===== config.mk =====
export PLATFORM = sky130hd
export DESIGN_NAME = rxdesc_writer
export DESIGN_NICKNAME = d
export VERILOG_FILES = /design/src/rtl/rxd_pkg.sv /design/src/rtl/rxd_tstamp.sv /design/src/rtl/rxd_chan_track.sv /design/src/rtl/rxd_word_out.sv /design/src/rtl/rxdesc_writer.sv
export SDC_FILE = /design/constraint.sdc
export NUM_CORES = 1
export LEC_CHECK = 0
export CELL_PAD_IN_SITES_DETAIL_PLACEMENT = 1
export CELL_PAD_IN_SITES_GLOBAL_PLACEMENT = 2
export CORE_AREA = 2 2 184 186
export DETAILED_ROUTE_END_ITERATION = 8
export DIE_AREA = 0 0 186 188
export PLACE_DENSITY_LB_ADDON = 0.25
export SLEW_MARGIN = 20
export SYNTH_ARGS = -nofsm -noshare
export SYNTH_HDL_FRONTEND = slang
export SYNTH_SLANG_ARGS = --single-unit
export TNS_END_PERCENT = 100

===== constraint.sdc =====
create_clock -name clk -period 3.6 [get_ports clk]
set_input_delay 0.9 -clock clk [delete_from_list [all_inputs] [get_ports clk]]
set_output_delay 0.9 -clock clk [all_outputs]
set_load 0.01 [all_outputs]

===== src/rtl/rxd_pkg.sv =====
package rxd_pkg;
  typedef enum logic [1:0] {
    ST_IDLE = 2'd0,
    ST_W0   = 2'd1,
    ST_W1   = 2'd2,
    ST_W2   = 2'd3
  } wr_state_e;

  localparam logic [2:0] BS_FIRST = 3'b001;
  localparam logic [2:0] BS_MID   = 3'b010;
  localparam logic [2:0] BS_LAST  = 3'b100;
endpackage


===== src/rtl/rxd_tstamp.sv =====
module rxd_tstamp #(
  parameter int PRE_W = 4,
  parameter int TS_W  = 24
) (
  input  logic            clk,
  input  logic            rst_n,
  output logic [TS_W-1:0] ts
);
  logic [PRE_W-1:0] pre_q, pre_d;
  logic [TS_W-1:0]  ts_q, ts_d;
  logic             pre_wrap;

  always_comb begin
    pre_wrap = (pre_q == {PRE_W{1'b1}});
    pre_d    = pre_q + 1'b1;
    ts_d     = pre_wrap ? ts_q + 1'b1 : ts_q;
  end

  always_ff @(posedge clk or negedge rst_n) begin
    if (!rst_n) begin
      pre_q <= '0;
      ts_q  <= '0;
    end else begin
      pre_q <= pre_d;
      ts_q  <= ts_d;
    end
  end

  assign ts = ts_q;

  AST_TS_STEP: assert property (@(posedge clk) disable iff (!rst_n)
    1'b1 |=> (ts_q == $past(ts_q)) || (ts_q == $past(ts_q) + 1'b1));
endmodule


===== src/rtl/rxd_chan_track.sv =====
module rxd_chan_track
  import rxd_pkg::*;
#(
  parameter int NCHAN = 40,
  parameter int CH_W  = 6
) (
  input  logic            clk,
  input  logic            rst_n,
  input  logic            upd,
  input  logic [CH_W-1:0] idx,
  input  logic            eof,
  output logic [2:0]      status
);
  logic [NCHAN-1:0] open_q, open_d;
  logic             open_bit;

  always_comb begin
    open_bit = 1'b0;
    if (int'(idx) < NCHAN) open_bit = open_q[idx];
    if (eof)           status = BS_LAST;
    else if (open_bit) status = BS_MID;
    else               status = BS_FIRST;
  end

  for (genvar i = 0; i < NCHAN; i++) begin : g_flag
    always_comb begin
      open_d[i] = open_q[i];
      if (upd && (idx == CH_W'(i))) open_d[i] = !eof;
    end
  end

  always_ff @(posedge clk or negedge rst_n) begin
    if (!rst_n) open_q <= '0;
    else        open_q <= open_d;
  end

  AST_FLAG_QUIET: assert property (@(posedge clk) disable iff (!rst_n)
    !upd |=> open_q == $past(open_q));
endmodule


===== src/rtl/rxd_word_out.sv =====
module rxd_word_out
  import rxd_pkg::*;
#(
  parameter int ADDR_W = 32,
  parameter int TS_W   = 24
) (
  input  logic              clk,
  input  logic              rst_n,
  input  logic              load,
  input  logic [ADDR_W-1:0] base_in,
  input  logic [31:0]       w0_in,
  input  logic [31:0]       w1_in,
  input  logic [7:0]        w2_lo_in,
  input  logic [TS_W-1:0]   ts,
  input  logic              wr_ready,
  output logic              wr_valid,
  output logic [ADDR_W-1:0] wr_addr,
  output logic [31:0]       wr_data,
  output logic [1:0]        word_sel,
  output logic              idle
);
  wr_state_e         st_q, st_d;
  logic [ADDR_W-1:0] base_q;
  logic [31:0]       w0_q, w1_q;
  logic [7:0]        lo_q;
  logic [TS_W-1:0]   hold_q, hold_d;
  logic              frz_q, frz_d;
  logic [TS_W-1:0]   ts_word;

  always_comb begin
    st_d = st_q;
    case (st_q)
      ST_IDLE: if (load)     st_d = ST_W0;
      ST_W0:   if (wr_ready) st_d = ST_W1;
      ST_W1:   if (wr_ready) st_d = ST_W2;
      ST_W2:   if (wr_ready) st_d = ST_IDLE;
      default:               st_d = ST_IDLE;
    endcase
  end

  always_comb begin
    frz_d  = 1'b0;
    hold_d = hold_q;
    if (st_q == ST_W2 && !wr_ready) frz_d = 1'b1;
    if (st_q == ST_W2 && !frz_q)    hold_d = ts;
  end

  always_ff @(posedge clk or negedge rst_n) begin
    if (!rst_n) begin
      st_q   <= ST_IDLE;
      frz_q  <= 1'b0;
      hold_q <= '0;
      base_q <= '0;
      w0_q   <= '0;
      w1_q   <= '0;
      lo_q   <= '0;
    end else begin
      st_q   <= st_d;
      frz_q  <= frz_d;
      hold_q <= hold_d;
      if (load && st_q == ST_IDLE) begin
        base_q <= base_in;
        w0_q   <= w0_in;
        w1_q   <= w1_in;
        lo_q   <= w2_lo_in;
      end
    end
  end

  always_comb begin
    ts_word  = frz_q ? hold_q : ts;
    idle     = (st_q == ST_IDLE);
    wr_valid = !idle;
    word_sel = 2'd0;
    wr_data  = w0_q;
    case (st_q)
      ST_W1: begin word_sel = 2'd1; wr_data = w1_q; end
      ST_W2: begin word_sel = 2'd2; wr_data = {ts_word, lo_q}; end
      default: begin word_sel = 2'd0; wr_data = w0_q; end
    endcase
    wr_addr = base_q + ADDR_W'({word_sel, 2'b00});
  end

  AST_WORD_ORDER: assert property (@(posedge clk) disable iff (!rst_n)
    wr_valid && wr_ready && word_sel != 2'd2 |=> wr_valid && word_sel == $past(word_sel) + 2'd1);
  AST_LAST_WORD_END: assert property (@(posedge clk) disable iff (!rst_n)
    wr_valid && wr_ready && word_sel == 2'd2 |=> !wr_valid && idle);
endmodule


===== src/rtl/rxdesc_writer.sv =====
module rxdesc_writer
  import rxd_pkg::*;
#(
  parameter int NCHAN  = 40,
  parameter int CH_W   = 6,
  parameter int BC_W   = 13,
  parameter int OFF_W  = 16,
  parameter int ADDR_W = 32,
  parameter int TS_W   = 24,
  parameter int PRE_W  = 4
) (
  input  logic              clk,
  input  logic              rst_n,
  input  logic              evt_valid,
  output logic              evt_ready,
  input  logic [CH_W-1:0]   evt_chan,
  input  logic [BC_W:0]     evt_bytes,
  input  logic              evt_eof,
  input  logic [ADDR_W-1:0] evt_buf_addr,
  input  logic [ADDR_W-1:0] evt_desc_addr,
  input  logic [OFF_W-1:0]  evt_next_off,
  output logic              wr_valid,
  input  logic              wr_ready,
  output logic [ADDR_W-1:0] wr_addr,
  output logic [31:0]       wr_data,
  output logic              evt_err
);
  localparam int LO_PAD = 8 - CH_W;

  logic            accept, fields_ok, load, idle;
  logic [CH_W-1:0] idx;
  logic [2:0]      status;
  logic [OFF_W-1:0] next_eff;
  logic [31:0]     w0, w1;
  logic [7:0]      w2_lo;
  logic [TS_W-1:0] ts;
  logic [1:0]      word_sel;
  logic            err_q, err_d;

  always_comb begin
    accept    = evt_valid && evt_ready;
    fields_ok = (evt_chan != '0) && (int'(evt_chan) <= NCHAN) && !evt_bytes[BC_W];
    load      = accept && fields_ok;
    err_d     = accept && !fields_ok;
    idx       = evt_chan - 1'b1;
    next_eff  = evt_eof ? '0 : evt_next_off;
    w0        = 32'(evt_buf_addr);
    w1        = {status, evt_bytes[BC_W-1:0], next_eff};
    w2_lo     = {{LO_PAD{1'b0}}, idx};
  end

  always_ff @(posedge clk or negedge rst_n) begin
    if (!rst_n) err_q <= 1'b0;
    else        err_q <= err_d;
  end

  rxd_tstamp #(.PRE_W(PRE_W), .TS_W(TS_W)) u_ts (
    .clk(clk), .rst_n(rst_n), .ts(ts)
  );

  rxd_chan_track #(.NCHAN(NCHAN), .CH_W(CH_W)) u_trk (
    .clk(clk), .rst_n(rst_n), .upd(load), .idx(idx), .eof(evt_eof), .status(status)
  );

  rxd_word_out #(.ADDR_W(ADDR_W), .TS_W(TS_W)) u_out (
    .clk(clk), .rst_n(rst_n), .load(load), .base_in(evt_desc_addr),
    .w0_in(w0), .w1_in(w1), .w2_lo_in(w2_lo), .ts(ts), .wr_ready(wr_ready),
    .wr_valid(wr_valid), .wr_addr(wr_addr), .wr_data(wr_data),
    .word_sel(word_sel), .idle(idle)
  );

  assign evt_ready = idle;
  assign evt_err   = err_q;

  AST_WR_HOLD: assert property (@(posedge clk) disable iff (!rst_n)
    wr_valid && !wr_ready |=> wr_valid && $stable(wr_addr) && $stable(wr_data));
  AST_BUSY_NO_TAKE: assert property (@(posedge clk) disable iff (!rst_n)
    wr_valid |-> !evt_ready);
  AST_STATUS_ONEHOT: assert property (@(posedge clk) disable iff (!rst_n)
    wr_valid && word_sel == 2'd1 |-> $onehot(wr_data[31:29]));
  AST_LAST_NO_NEXT: assert property (@(posedge clk) disable iff (!rst_n)
    wr_valid && word_sel == 2'd1 && wr_data[31] |-> wr_data[15:0] == '0);
  AST_CHAN_RANGE: assert property (@(posedge clk) disable iff (!rst_n)
    wr_valid && word_sel == 2'd2 |-> wr_data[7:6] == 2'b00 && int'(wr_data[5:0]) < NCHAN);
  AST_ERR_QUIET: assert property (@(posedge clk) disable iff (!rst_n)
    evt_err |-> !wr_valid && evt_ready);
  AST_ERR_PULSE: assert property (@(posedge clk) disable iff (!rst_n)
    evt_err |=> !evt_err);
  AST_FIRST_WORD: assert property (@(posedge clk) disable iff (!rst_n)
    load |=> wr_valid && word_sel == 2'd0);
endmodule


# == After elaboration in Yosys (flattened, before gate mapping) ==
# Index checks and enable logic that the tools add are counted.
# totals
regBits,198
output_inout_bits,67
wordCells,177
# op_classes
add_sub_neg,4
n_lt_le_gt_ge,3
eq_ne,47
mux,15
reduce_logical,58
# op_table
operator,count
$eq A6 B5 Y1 const B,16
$pmux W32 S2,1
$eq A6 B4 Y1 const B,8
$eq A6 B6 Y1 const B,8
$logic_and A1 B1 Y1,48
$add A32 B4 Y32,1
$add A24 B1 Y24 const B,1
$eq A6 B3 Y1 const B,4
$mux W24,1
$mux W16,1
$eq A6 B2 Y1 const B,2
$mux W2,5
$pmux W2 S4,1
$lt A6 B7 Y1 const B,1
$bmux W1 S6,1
$eq A6 B1 Y1 const B,1
$le A6 B6 Y1 const B,1
$logic_not A1 Y1,6
$logic_not A6 Y1,1
$lt A6 B6 Y1 const B,1
$ne A2 B2 Y1 const B,3
$reduce_bool A6 Y1,1
$sub A6 B1 Y6 const B,1
$add A4 B1 Y4 const B,1
other kinds (9),12

# == Depth between registers and ports, before layout ==
# Gate-level depths: netlist (run 1).
# depth
ltp_word,6
depth_mapped,12

# == Modules after synthesis ==
# A second synthesis (run 1) with hierarchy kept.
# hier_totals
cells_unflattened,849
area_unflattened_um2,9979.6
# by_module_without_submodules
mod,instances,cells_each,area_per_inst_um2,seq_area_each_um2
rxd_word_out,1,513,6371.1,3278.1
rxd_chan_track,1,194,2104.5,1001.0
rxd_tstamp,1,102,1234.9,700.7
rxdesc_writer,1,40,269.0,25.0

# == Least setup slack after synthesis (run 1) ==
# OpenSTA, ideal clock, no wires.
# synth_timing
kind,register -> output
startpoint,reg u_out.st_q[0]
endpoint,out wr_addr[26]
t_arrival_ns,2.798
t_required_ns,2.700
slack_ns,-0.098
stages_incl_launch_ff,10
path_cell_list,dfrtp_1 > ha_1 > clkbuf_1 > clkinv_1 > clkbuf_1 > fa_1 > nor3b_1 > and3_1 > nand4_1 > xnor2_1
# synth_via
elab_chain_cells,3
elab_cells_between_ends,4
classes_between,add/sub (1); eq/ne (2); mux (1)
# synth_rtl
element,line_no,text
from (decl),rxd_word_out.sv:22,"wr_state_e st_q, st_d;"
from (signal assigned),rxd_word_out.sv:58,st_q <= st_d;
$eq A2 B2 Y1,rxd_word_out.sv:76,case (st_q)
$pmux W2 S2 (*),rxd_word_out.sv:76,
$add A32 B4 Y32 (*),rxd_word_out.sv:81,"wr_addr = base_q + ADDR_W'({word_sel, 2'b00});"
to (decl),rxdesc_writer.sv:24,"output logic [ADDR_W-1:0] wr_addr,"
# Mark *: on every way between the ends. The rest lies on a longest branch, timed or not.

# == Worst setup path in the final report (run 1) ==
# layout_timing
startpoint,reg u_out.st_q[0]
endpoint,out wr_addr[9]
# The elaborated chain is that of the path after synthesis.

==> results of run 1 <==
through the flow:
| step | hold WS, ns | instances | setup slack, ns | setup TNS, ns | utilization (%) |
|---|---|---|---|---|---|
| 6_report | 0.419 | 1647 | -0.0189 | -0.0242 | 39.0 |
| 5_1_grt | 0.428 | 1647 | -0.131 | -1.03 | 39.0 |
| 4_1_cts | 0.416 | 1643 | -0.132 | -1.29 | 38.8 |
| 3_5_place_dp | 0.454 | 1609 | -0.00756 | -0.00756 | 36.9 |
| 3_3_place_gp | 0.446 | 1609 | 0.0625 | 0 | 36.9 |
| 2_1_floorplan | 0.421 | 1011 | 0.0444 | 0 | - |
registers in the layout (all words and copies together), names as in the netlist:
name and flops:
u_out.w0_q 32, u_out.frz_q 1, u_ts.ts 24, u_out.st_q 2, u_trk.open_q 40, u_out.base_q 32
evt_err 1, u_ts.pre_q 4, u_out.lo_q 6, u_out.hold_q 24, u_out.w1_q 32
cells in the final DEF (no fill, tap or decap), types with 11 or more instances in the layout:
master / instances
o21ai_0: 40
clkbuf_16: 17
xnor2_1: 38
mux2i_1: 25
nor2_1: 17
buf_4: 39
ha_1: 11
clkdlybuf4s50_1: 138
xor2_1: 18
mux2_2: 63
nor3_1: 50
nand2_1: 311
dfrtp_1: 198
a22oi_1: 32
nand4_1: 11
inv_1: 14
nand3_1: 46
cells by family (layout without fill, tap and decap cells):
kind of cell	after synthesis	count (layout)	synth area share [%]
AND/OR/NAND/NOR	474	474	21.2
flip-flops	198	198	50.4
multiplexers	97	97	11.8
AO/OA/AOI/OAI	92	92	6.15
buffers and inverters	80	268	3.59
XOR/XNOR	56	56	4.99
adder cells (fa/ha/maj)	14	14	1.86
power breakdown:
part           switching [uW]  leakage, uW  internal (uW)  total (uW)
combinational            1730      0.00308           1630        3360
sequential                459      0.00260           2830        3290
clock                     952     0.000302           1070        2020
area by class of cell:
cell class / instances / area, um2
Clock buffer: 18 / 429
Clock inverter: 14 / 185
Fill cell: 3696 / 20200
Inverter: 17 / 63.8
Multi-Input combinational cell: 733 / 4600
Sequential cell: 198 / 4950
Tap cell: 448 / 561
Timing Repair Buffer: 219 / 2130
cell usage after synthesis, drive strengths merged (2+ instances only):
| library cell | instances | area, um2 |
|---|---|---|
| a22oi | 32 | 240 |
| ha | 13 | 163 |
| a21oi | 3 | 15.0 |
| nor2 | 18 | 67.6 |
| nor4b | 2 | 17.5 |
| inv | 16 | 60.1 |
| nor4 | 3 | 37.5 |
| or3 | 2 | 12.5 |
| a2111oi | 2 | 23.8 |
| clkbuf | 34 | 129 |
| xor2 | 18 | 158 |
| mux4 | 9 | 203 |
| nand4 | 11 | 68.8 |
| dfrtp | 198 | 4950 |
| nor2b | 2 | 12.5 |
| a211oi | 2 | 15.0 |
| xnor2 | 38 | 333 |
| and3 | 6 | 37.5 |
| nand3 | 47 | 235 |
| and4 | 9 | 78.8 |
| mux2i | 25 | 250 |
| buf | 29 | 160 |
| o21ai | 41 | 205 |
| o31a | 2 | 17.5 |
| nand2 | 311 | 1170 |
| nand2b | 3 | 18.8 |
| nor3 | 50 | 250 |
| and2 | 4 | 25.0 |
| nor3b | 4 | 35.0 |
| mux2 | 63 | 709 |
worst max-delay path: stages (launching register included):
cell             delay, ns
dfrtp_1               0.43
ha_1                  0.26
ha_1                  0.29
a21oi_1               0.26
nor3b_2               0.09
buf_4                 0.14
buf_4                 0.14
xor2_1                0.13
clkdlybuf4s50_1       0.55
per-layer routing:
metal  vias to the layer above  track usage [%]  share of wire, %
met4                         0             4.00               1.0
li1                       3780                -                 -
met2                       122             27.5                47
met5                         -                0                 0
met3                        17             2.84               2.8
met1                      3814             23.4                49
worst max path at each step:
stage,cells past startpoint,endpoint,slack [ns]
after floorplan,9,wr_addr[26],0.04
after global routing,11,wr_addr[26],-0.13
after global placement,10,wr_addr[26],0.06
final,8,wr_addr[9],-0.02
after CTS,8,wr_data[13],-0.13
after detailed placement,10,wr_addr[26],-0.008
repair_timing:
item | 4_1_cts | 5_1_grt
buffers inserted | 2 | 4
pin swaps | 2 | 5
resized for setup | 44 | 44
endpoints found under the setup margin | 52 | 50
==> summary.txt, run 1 <==
Core Area: 33100 um2
Slew headroom: 54.0%
R2R Path End: u_trk.open_q[35]
Top FF cell, synth: dfrtp_1
initial antenna violation count: 0
violated checks: setup timing
Clock Path Buffers: 2
Reg clk slew, reported paths: 0.07 ns
Worst-Margin Slew: 0.686 ns
total number of vias: 7733
mapped cell area: 9830 um2
hpwl dp: 19700 um
worst endpoint required time: 2.70 ns
Tot Pwr: 8670 uW
clk_lat worst skew: 0.45 ns
Yosys reg bits: 198
sequential share of the synthesized area: 50.4%
Mapped Cells: 1011
post-DR vias/cell: 4.70
Area after DPL: 12200 um2
Starting DRT DRC Count: 329
CTS Sinks: 198
global placement routability congestion: 0.792
worst path arrival time: 2.72 ns
reg-to-reg slack, setup: 1.06 ns
synthesis-to-finish area growth: 31.4%
min-delay worst type: in2async
Clock Root Buffer: clkbuf_16
P_leak: 0.00598 uW
die width: 186 um
DR WL/cell: 17.1 um
Tcrit/Tclk final: 101%
Final WS setup: -0.0189 ns
Worst Setup Start Kind: register
GRT Residual Overflow: 0
Worst Skew: 0.0109 ns
MaxCap Viol Count: 0
Residual DRC: 0
Setup-failing EPs final: 2
CP startpoint: u_out.st_q[0]
Initial Util: 29.7%
Ports: 172
Nets: 1305
Max Slew Vio Count: 0
outcome: finished, violations left
CTS H-tree lvls: 4
Critical Path End Type: output port
CP Class: reg2out
CP max FO: 4
total CTS buffers: 17
DIE AREA: 35000 um2
RSZ-0062 raised after global routing: yes
Detail Route Antenna Nets: 0
global-route wire length before repair: 46100 um
ratio of cells with drive above 1 in the final layout: 15.3%
diodes inserted: 0
Pre-antenna DRT Iters: 4
PD cells: 671 nW/um2
Yosys warnings: 0
design area: 12900 um2
Die H: 188 um
min cycle time layout: 3.62 ns
gr usage total: 16.9%
reg-to-reg startpoint: u_out.st_q[0]
post-cts hold buffer count: 0
total wire length: 28100 um
IO Port Bufs: 171
number of global-route vias before repair: 8421
TritonCTS clock tree: yes
EDFF count, synth: 0
Reg2Reg Depth: 8
Final Hold Vio Count: 0
syn nets: 1130
post-synth cell types: 51
max frequency: 0.276 GHz
largest net degree at the start of global routing: 79
Async SR Flop Fraction: 100%
Rows: 67
Avg Cell Area, Syn: 9.72 um2
peak supply drop: 0.351 mV
Note: power is estimated with default switching activity, not from simulation.
==> inputs of run 2 (changes only) <==
Settings changed: HOLD_SLACK_MARGIN set to 0.05.
==> results of run 2 <==
No change in the layout: final DEF, timing and power equal those of run 1.
==> inputs of run 3 (changes only) <==
Settings changed: CTS_BUF_LIST set to sky130_fd_sc_hd__clkbuf_16, SETUP_SLACK_MARGIN set to 0.15, SLEW_MARGIN 20 to 15.
==> run 3 against run 2 <==
The flow now finishes without violations. Via count rose by 1.4%. Maximum frequency rose by 2.1%. Routed wire length is 2.6% higher. Critical path type unchanged.
==> summary.txt, run 3 (synthesized netlist as in run 1, its figures left out) <==
MaxCap Viol Count: 0 (unchanged)
Initial Util: 29.7% (unchanged)
Clock Root Buffer: clkbuf_16
IO Port Bufs: 171 (unchanged)
Core Area: 33100 um2 (unchanged)
post-DR vias/cell: 4.75 (+1.2%)
Rows: 67 (unchanged)
min-delay worst type: in2async
CTS Sinks: 198 (unchanged)
synthesis-to-finish area growth: 31.6%
GRT Residual Overflow: 0 (unchanged)
Worst-Margin Slew: 0.717 ns (+0.0310 ns)
CTS H-tree lvls: 4 (unchanged)
Area after DPL: 12200 um2 (-0.16%)
gr usage total: 17.1% (+0.21 points)
setup tns final: 0 ns (+0.0242 ns)
Final Hold Vio Count: 0 (unchanged)
Reg clk slew, reported paths: 0.08 ns (about the same)
Setup-failing EPs final: 0 (-2)
die width: 186 um (unchanged)
Worst path max stage delay: 0.44 ns (-0.11 ns)
CP Class: reg2out
Nets: 1308 (+0.23%)
P_leak: 0.00616 uW (+3.0%)
design area: 12900 um2 (+0.12%)
RSZ-0062 raised after global routing: yes
Finished Core Util: 39.1% (+0.045 points)
max frequency: 0.282 GHz (+2.1%)
hold slack: 0.458 ns (+0.0391 ns)
dpl cells: 1608 (-0.062%)
total wire length: 28800 um (+2.6%)
worst endpoint required time: 2.70 ns (about the same)
Residual DRC: 0 (unchanged)
Worst Setup Start Kind: register
total number of vias: 7844 (+1.4%)
Critical Path End Type: output port
Starting DRT DRC Count: 373 (+13%)
Ports: 172 (unchanged)
Layout Cells excl Fill: 1651 (+0.24%)
Tcrit/Tclk final: 98.5% (-2.0 points)
largest net degree at the start of global routing: 89 (+13%)
global placement routability congestion: 0.788 (-0.52%)
Die H: 188 um (unchanged)
Worst Skew: 0.0122 ns (+0.00129 ns)
Clock Path Buffers: 2 (unchanged)
most common cell after layout, fill and taps aside: nand2_1
peak supply drop: 0.393 mV (+12%)
initial antenna violation count: 0 (unchanged)
TritonCTS clock tree: yes
most flop-heavy register: u_trk.open_q
Pre-antenna DRT Iters: 4 (unchanged)
CP max FO: 4 (unchanged)
crit path cell chain: inv_2 -> ha_4 -> ha_4 -> inv_2 -> fa_2 -> nor3b_4 -> buf_4 -> and3_4 -> nand4_1 -> xnor2_1 -> buf_2
outcome: complete, no violations
Slew headroom: 52.1% (-1.8 points)
DIE AREA: 35000 um2 (unchanged)
DR WL/cell: 17.5 um (+2.3%)
PD cells: 659 nW/um2 (-1.8%)
worst path arrival time: 2.65 ns (-0.07 ns)
CP max-delay cell: dfrtp_2
number of global-route vias before repair: 8513 (+1.1%)
post-cts hold buffer count: 0 (unchanged)
Detail Route Antenna Nets: 0 (unchanged)
hpwl dp: 19900 um (+1.2%)
global-route wire length before repair: 46600 um (+1.1%)
Max Slew Vio Count: 0 (unchanged)
total CTS buffers: 17 (unchanged)
commonest cells after routing, fill and taps aside: 309 x nand2_1, 196 x dfrtp_1, 113 x clkdlybuf4s50_1
clk_lat worst skew: 0.44 ns (about the same)
max FFs per register: 40 (unchanged)
ratio of cells with drive above 1 in the final layout: 17.1% (+1.7 points)
min cycle time layout: 3.55 ns (-0.0736 ns)
==> run 3: critical path: cells and delay by family (launching register included) <==
| family | cells | cell delay [ns] |
|---|---|---|
| flip-flops | 1 | 0.44 |
| buffers and inverters | 4 | 0.40 |
| AND/OR/NAND/NOR | 3 | 0.57 |
| adder cells (fa/ha/maj) | 3 | 0.61 |
| XOR/XNOR | 1 | 0.17 |
==> run 3: metrics by stage <==
| step | power (uW) | setup WS (ns) |
|---|---|---|
| 2_1_floorplan | 4940 | 0.191 |
| 3_3_place_gp | 6770 | 0.0778 |
| 3_5_place_dp | 6830 | 0.0278 |
| 4_1_cts | 8640 | 0.0210 |
| 5_1_grt | 9140 | -0.0976 |
| 6_report | 8520 | 0.0547 |
==> run 3: report_power, final <==
group,switching (uW),internal (uW),total (uW)
sequential,474,2840,3310
clock,916,888,1800
combinational,1800,1610,3400
==> run 3: layout make-up <==
class,count,area [um2]
Antenna cell,1,2.50
Clock buffer,17,425
Clock inverter,15,105
Fill cell,3743,20200
Inverter,17,63.8
Multi-Input combinational cell,733,4680
Sequential cell,198,4960
Tap cell,448,561
Timing Repair Buffer,222,2130
==> run 3: metal layers <==
metal / wire [um] / global-route usage, % / vias to the layer above
met3: 960 / 2.89 / 21
met1: 14000 / 23.6 / 3903
met5: 0 / 0 / -
li1: - / - / 3786
met2: 13600 / 27.7 / 134
met4: 314 / 4.27 / 0
==> run 3: final timing paths <==
path | startpoint | end | slack, ns | cells past startpoint
setup / recovery | u_out.st_q[0] | wr_addr[26] | 0.05 | 11
hold / removal | rst_n | u_out.w1_q[24] | 0.46 | 1
hold reg to reg | u_ts.pre_q[0] | u_ts.pre_q[0] | 0.46 | 1
max in group asynchronous | rst_n | u_out.w0_q[5] | 2.34 | 2
min in group clk | u_ts.pre_q[0] | u_ts.pre_q[0] | 0.46 | 1
setup reg to reg | u_out.st_q[0] | u_trk.open_q[23] | 0.99 | 8
==> run 3: timing repair <==
item	CTS	global route
pin swaps	13	21
endpoints found under the setup margin	58	32
gates cloned	0	0
setup buffers	5	5
resized for setup	96	57
